<file path="config.mk">
export PLATFORM = sky130hd
export DESIGN_NAME = flash_ctl_sfr
export DESIGN_NICKNAME = d
export VERILOG_FILES = /design/src/rtl/flash_ctl_pkg.sv /design/src/rtl/flash_wr_fsm.sv /design/src/rtl/flash_erase_fsm.sv /design/src/rtl/flash_secure_fsm.sv /design/src/rtl/flash_ctl_sfr.sv
export SDC_FILE = /design/constraint.sdc
export NUM_CORES = 1
export LEC_CHECK = 0
export BUFFER_PORTS_ARGS = -buffer_cell sky130_fd_sc_hd__buf_2
export CORE_AREA = 4 4 41 43
export CTS_CLUSTER_DIAMETER = 80
export DETAILED_ROUTE_END_ITERATION = 10
export DIE_AREA = 0 0 45 47
export PLACE_DENSITY_LB_ADDON = 0.3
export SLEW_MARGIN = 20
export SYNTH_ARGS = -nofsm -noshare
export SYNTH_HDL_FRONTEND = slang
export SYNTH_SLANG_ARGS = --single-unit
</file>
<file path="constraint.sdc">
create_clock -name clk -period 1.97 [get_ports clk]
set_input_delay 0.2955 -clock clk [delete_from_list [all_inputs] [get_ports clk]]
set_output_delay 0.2955 -clock clk [all_outputs]
set_load 0.1 [all_outputs]
</file>
<file path="src/rtl/flash_ctl_pkg.sv">
package flash_ctl_pkg;
    parameter int          REG_W    = 8;
    parameter int          ADR_W    = 8;
    parameter logic [7:0]  CTL_ADDR = 8'hB2;

    // Bit positions decoded by software
    parameter int BIT_PGM    = 0;
    parameter int BIT_ERASE  = 1;
    parameter int BIT_SECURE = 6;
    parameter int BIT_BOOT   = 7;

    typedef enum logic {WR_OFF, WR_ON}       wr_state_t;
    typedef enum logic {ER_IDLE, ER_ARMED}   er_state_t;
    typedef enum logic {SEC_OPEN, SEC_LOCKED} sec_state_t;
endpackage

</file>
<file path="src/rtl/flash_wr_fsm.sv">
module flash_wr_fsm
    import flash_ctl_pkg::*;
(
    input  logic clk,
    input  logic rst,
    input  logic wr_hit,
    input  logic wr_bit,
    input  logic irq_en,
    input  logic byte_done,
    output logic mode_on
);
    wr_state_t state_q, state_d;
    logic      accept;

    assign accept = wr_hit && !irq_en;

    always_comb begin
        state_d = state_q;
        unique case (state_q)
            WR_OFF: if (accept && wr_bit && !byte_done) state_d = WR_ON;
            WR_ON:  if (byte_done || (accept && !wr_bit)) state_d = WR_OFF;
        endcase
    end

    always_ff @(posedge clk) begin
        if (rst) state_q <= WR_OFF;
        else     state_q <= state_d;
    end

    always_comb begin
        mode_on = (state_q == WR_ON);
    end
endmodule

</file>
<file path="src/rtl/flash_erase_fsm.sv">
module flash_erase_fsm
    import flash_ctl_pkg::*;
(
    input  logic clk,
    input  logic rst,
    input  logic wr_hit,
    input  logic wr_bit,
    input  logic erase_start,
    output logic armed
);
    er_state_t state_q, state_d;

    always_comb begin
        state_d = state_q;
        unique case (state_q)
            ER_IDLE:  if (wr_hit && wr_bit && !erase_start) state_d = ER_ARMED;
            ER_ARMED: if (erase_start || (wr_hit && !wr_bit)) state_d = ER_IDLE;
        endcase
    end

    always_ff @(posedge clk) begin
        if (rst) state_q <= ER_IDLE;
        else     state_q <= state_d;
    end

    always_comb begin
        armed = (state_q == ER_ARMED);
    end
endmodule

</file>
<file path="src/rtl/flash_secure_fsm.sv">
module flash_secure_fsm
    import flash_ctl_pkg::*;
(
    input  logic clk,
    input  logic rst,
    input  logic wr_hit,
    input  logic wr_bit,
    output logic locked
);
    sec_state_t state_q, state_d;

    always_comb begin
        state_d = state_q;
        unique case (state_q)
            SEC_OPEN:   if (wr_hit && wr_bit) state_d = SEC_LOCKED;
            SEC_LOCKED: state_d = SEC_LOCKED;
        endcase
    end

    always_ff @(posedge clk) begin
        if (rst) state_q <= SEC_OPEN;
        else     state_q <= state_d;
    end

    always_comb begin
        locked = (state_q == SEC_LOCKED);
    end
endmodule

</file>
<file path="src/rtl/flash_ctl_sfr.sv">
module flash_ctl_sfr
    import flash_ctl_pkg::*;
(
    input  logic             clk,
    input  logic             rst,
    input  logic [ADR_W-1:0] sfr_addr,
    input  logic [REG_W-1:0] sfr_wdata,
    input  logic             sfr_we,
    output logic [REG_W-1:0] sfr_rdata,
    input  logic             byte_done,
    input  logic             erase_start,
    input  logic             irq_global_en,
    input  logic             preboot_active,
    output logic             pgm_wr_en,
    output logic             mass_erase_en,
    output logic             secure_lock
);
    logic sel;
    logic wr_hit;

    assign sel    = (sfr_addr == CTL_ADDR);
    assign wr_hit = sel && sfr_we;

    flash_wr_fsm u_wr (
        .clk       (clk),
        .rst       (rst),
        .wr_hit    (wr_hit),
        .wr_bit    (sfr_wdata[BIT_PGM]),
        .irq_en    (irq_global_en),
        .byte_done (byte_done),
        .mode_on   (pgm_wr_en)
    );

    flash_erase_fsm u_er (
        .clk         (clk),
        .rst         (rst),
        .wr_hit      (wr_hit),
        .wr_bit      (sfr_wdata[BIT_ERASE]),
        .erase_start (erase_start),
        .armed       (mass_erase_en)
    );

    flash_secure_fsm u_sec (
        .clk    (clk),
        .rst    (rst),
        .wr_hit (wr_hit),
        .wr_bit (sfr_wdata[BIT_SECURE]),
        .locked (secure_lock)
    );

    // Read view: erase arm is write-only, unused bits read 0
    always_comb begin
        sfr_rdata = '0;
        if (sel) begin
            sfr_rdata[BIT_PGM]    = pgm_wr_en;
            sfr_rdata[BIT_SECURE] = secure_lock;
            sfr_rdata[BIT_BOOT]   = preboot_active;
        end
    end
endmodule

</file>
=== Yosys cells after proc, flatten, opt, wreduce, memory -nomap -nowiden ===
Index checks and enable logic that the tools add are counted.

* Add/sub/neg operators: 0
* $mul: 0
* Div/mod/pow operators: 0
* $lt $le $gt $ge: 0
* Equal/unequal tests: 1
* Shift operators: 0
* Mux-type cells: 10
* Bitwise gates (word level): 3
* Reductions and logical operators: 16

{| class="wikitable"
|+ Operators with widths
! cell !! number
|-
| $logic_and A1 B1 Y1 || 9
|-
| $eq A8 B8 Y1 const B || 1
|-
| $mux W1 || 6
|-
| $pmux W1 S2 || 3
|-
| $logic_not A1 Y1 || 5
|-
| $not A1 Y1 || 3
|-
| $logic_or A1 B1 Y1 || 2
|-
| $mux W2 || 1
|}

* Flip-flop bits (word level): 3
* Bits in latches: 0
* RAM bits: 0
* Bits in read-only memories: 0
* Input port bits: 23
* Output and inout port bits: 11
* Memories: 0

=== Longest topological paths before layout ===
* Depth after elaboration: 7
* Gate-level depth with buffers: 3
* Gate-level depth less buffers: 3

=== By module ===
From an unflattened synthesis, not the netlist that was laid out.

* Cells, all modules: 26
* Area, all modules: 221.5 um2

{| class="wikitable"
|+ Modules (own cells, without submodules)
! module !! instances !! cells an instance !! area each (um2) !! seq. area each (um2)
|-
| flash_ctl_sfr || 1 || 16 || 98.8 || 0.0
|-
| flash_wr_fsm || 1 || 4 || 53.8 || 20.0
|-
| flash_erase_fsm || 1 || 3 || 40.0 || 20.0
|-
| flash_secure_fsm || 1 || 3 || 28.8 || 20.0
|}

=== Worst setup path before layout ===
No wires, ideal clock.

* Kind: register to output
* From: register u_wr.state_q, in the netlist u_wr.mode_on
* To: output sfr_rdata[0]
* Arrival time: 1.881 ns
* Required time: 1.674 ns
* Setup slack: -0.206 ns
* Cell stages (with the launch flop): 2
* Path through: dfxtp_1 and3_1

* Cells in the longest elaborated chain, start to end: 1

{| class="wikitable"
|+ Ends and longest elaborated chain
! item !! RTL line !! source
|-
| start: declaration || flash_wr_fsm.sv:12 || <nowiki>wr_state_t state_q, state_d;</nowiki>
|-
| start signal: assignment || flash_wr_fsm.sv:27 || <nowiki>else state_q <= state_d;</nowiki>
|-
| $mux W1 || flash_ctl_sfr.sv:54 || <nowiki>if (sel) begin</nowiki>
|-
| end: declaration || flash_ctl_sfr.sv:9 || <nowiki>output logic [REG_W-1:0] sfr_rdata,</nowiki>
|}

No other way between the ends.

=== Worst setup path in the final report ===
* From: input sfr_addr[6]
* To: output sfr_rdata[7]

* Cells in the longest elaborated chain, start to end: 2

{| class="wikitable"
|+ Ends and longest elaborated chain
! item !! RTL line !! source
|-
| start: declaration || flash_ctl_sfr.sv:6 || <nowiki>input logic [ADR_W-1:0] sfr_addr,</nowiki>
|-
| $eq A8 B8 Y1 || flash_ctl_sfr.sv:21 || <nowiki>assign sel = (sfr_addr == CTL_ADDR);</nowiki>
|-
| $mux W2 || flash_ctl_sfr.sv:54 ||
|}

No other way between the ends.

==> results.sh <==
export IMPL_outcome="completed"
export IMPL_p_leak_nw=0.214
export IMPL_fin_ws_ns=0.431
export IMPL_slew_violations=0
export IMPL_cts_setup_buffers=0
export IMPL_ys_warn_count=0
export IMPL_cpMaxStageDelayCell="nor4b_4"
export IMPL_port_buffer_count=23
export IMPL_grt_ovfl_total=0
export IMPL_io_pins=34
export IMPL_cp_end_kind="output port"
export IMPL_stdcell_count=67
export IMPL_synthCells=26
export IMPL_ys_flop_type="dfxtp_1"
export IMPL_layout_nets=76
export IMPL_fp_coreArea_sq_um=1300
export IMPL_cp_max_fo=6
export IMPL_antenna_found_initial=0
export IMPL_vdd_drop_max_uv=288
export IMPL_die_width_microns=45
export IMPL_synth_most_common_cell="buf_4"
export IMPL_power_density_nw_per_um2=545
export IMPL_viasPerCell=4.21
export IMPL_start_util=0.193
export IMPL_min_path_type="input port to register"
export IMPL_cts_tree="built"
export IMPL_syn_avg_cell_area_sq_um=9.67
export IMPL_synth_area_leader_cell="dfxtp_1"
export IMPL_root_buffer="clkbuf_4"
export IMPL_die_area_sq_um=2120
export IMPL_num_rows=13
export IMPL_num_vias=282
export IMPL_synth_edf_count=0
export IMPL_fmax_mhz=650
export IMPL_hold_buffers=0
export IMPL_grt_pass1_vias=288
export IMPL_drive_gt1_frac=0.596
export IMPL_max_stage_delay_ns=0.39
export IMPL_grt_usage=0.0827
export IMPL_design_area_sq_um=437
export IMPL_rsz0062_at_grt="false"
export IMPL_die_h_microns=47
export IMPL_finalHoldViolCount=0
export IMPL_synth_top_area_share=0.239
export IMPL_skew_ns=0
export IMPL_clk_latency_ns=0.23
export IMPL_async_reset_ff_frac=0
export IMPL_nFillCells=158
export IMPL_post_dp_hpwl_microns=664
export IMPL_layout_worst_path_cycle_share=0.781
export IMPL_area_growth_pct=73.6
export IMPL_yosysSeqAreaShare=0.239
export IMPL_grt_start_max_net_pins=7
export IMPL_gp_congestion=0.629
export IMPL_drv_cap=0
export IMPL_postPlaceCellArea_sq_um=410
export IMPL_fin_crit_ns=1.54
export IMPL_grt_pass1_wl_microns=1170
export IMPL_cts_sinks=3
export IMPL_synthTopCellsByArea="dfxtp_1 (24%), buf_4 (15%), nor4b_4 (9.5%)"
export IMPL_htree_levels=1
export IMPL_dp_cells=63
export IMPL_netlist_area_sq_um=251
export IMPL_drt_total_wl_microns=738
export IMPL_clock_path_buffers=2
export IMPL_wl_per_cell_microns=11.0
export IMPL_required_ns=1.67
export IMPL_cts_repair_resize_count=0
export IMPL_crit_type="input port to output port"
export IMPL_diodes=0
export IMPL_ant_nets=0
export IMPL_detail_route_iter0_violations=1
export IMPL_setup_tns_ns=0
export IMPL_drc=0
export IMPL_setup_violations_final=0
export IMPL_clkSlewWorstSetupHoldPaths_ns=0.04
export IMPL_start_kind="input port"
export IMPL_cts_buffers=3
export IMPL_post_place_ws_ns=0.417
export IMPL_ys_ff_latch=3
export IMPL_yosysUniqueCellTypes=16
export IMPL_synth_common_cells="buf_4 (5), and3_1 (3), dfxtp_1 (3), a211oi_1 (2), nand4_1 (2)"
export IMPL_crit_path_cell_trace="buf_2 > nor4b_4 > and3_1 > buf_12"
export IMPL_cp_data_arrival_time_ns=1.24
export IMPL_dr_pass1_iters=2
-- registers in the layout, indices dropped and copies added, names as in the netlist --
signal and flops:
u_er.armed 1, u_sec.locked 1, u_wr.mode_on 1
-- layout by cell type (no fill, tap or decap) --
master,Yosys,final
buf_12,0,3
and3_1,3,1
o31ai_1,1,1
buf_2,0,20
a41oi_1,1,1
and2b_1,1,1
nor4b_4,1,1
nand4b_1,1,1
clkbuf_1,0,1
and4b_1,1,1
a211oi_1,2,2
o41ai_2,1,1
and3_2,0,2
clkbuf_4,0,3
nor2_1,1,1
or4b_4,1,1
dfxtp_1,3,3
inv_1,1,1
conb_1,1,5
nand4_1,2,2
-- report_power, final --
group	switching (mW)	leakage [nW]	internal (mW)
clock	0.0294	0.0150	0.0757
sequential	0.0000248	0.0241	0.0612
combinational	0.0550	0.175	0.0168
total	0.0844	0.214	0.154
-- metrics by stage --
stage	utilization	hold slack, ns	power [mW]
6_report	0.336	0.224	0.238
5_1_grt	0.336	0.217	0.252
4_1_cts	0.336	0.216	0.243
3_5_place_dp	0.315	0.463	0.133
3_3_place_gp	0.315	0.468	0.133
2_1_floorplan	-	0.368	0.119
-- layer usage --
metal / wire (microns) / part of all wire / GRT usage
met1: 279 / 0.38 / 0.0790
met2: 380 / 0.51 / 0.121
met3: 77 / 0.10 / 0.0460
met4: 0 / 0 / 0.0877
met5: 0 / 0 / 0
-- path summary, 6_finish.rpt --
| path | start | endpoint | slack [ns] | cells after the start |
|---|---|---|---|---|
| setup / recovery | sfr_addr[6] | sfr_rdata[7] | 0.43 | 4 |
| hold / removal | byte_done | u_wr.mode_on | 0.22 | 2 |
| setup reg to reg | u_wr.mode_on | u_wr.mode_on | 1.24 | 2 |
| hold reg to reg | u_wr.mode_on | u_wr.mode_on | 0.48 | 2 |
-- critical path: cells and delay by family --
family / cells / cell delay, ns
AND/OR/NAND/NOR: 2 / 0.65
buffers and inverters: 2 / 0.30
-- kinds of logic (layout without fill, tap and decap cells) --
logic type / after synthesis / in the layout / synth area share
compound gates: 5 / 5 / 0.189
buf+inv: 6 / 28 / 0.164
flops: 3 / 3 / 0.239
other cells: 1 / 5 / 0.0149
simple gates: 11 / 11 / 0.393
-- area by class of cell --
class,instances,area (sq um),share of cell area
flip-flops and latches,3,60.1,0.138
inverters,1,3.75,0.00860
multi-input cells,21,168,0.384
well taps,15,18.8,0.0430
repair buffers,23,160,0.367
clock buffers,4,26.3,0.0602
Note: power is estimated with default switching activity, not from simulation.
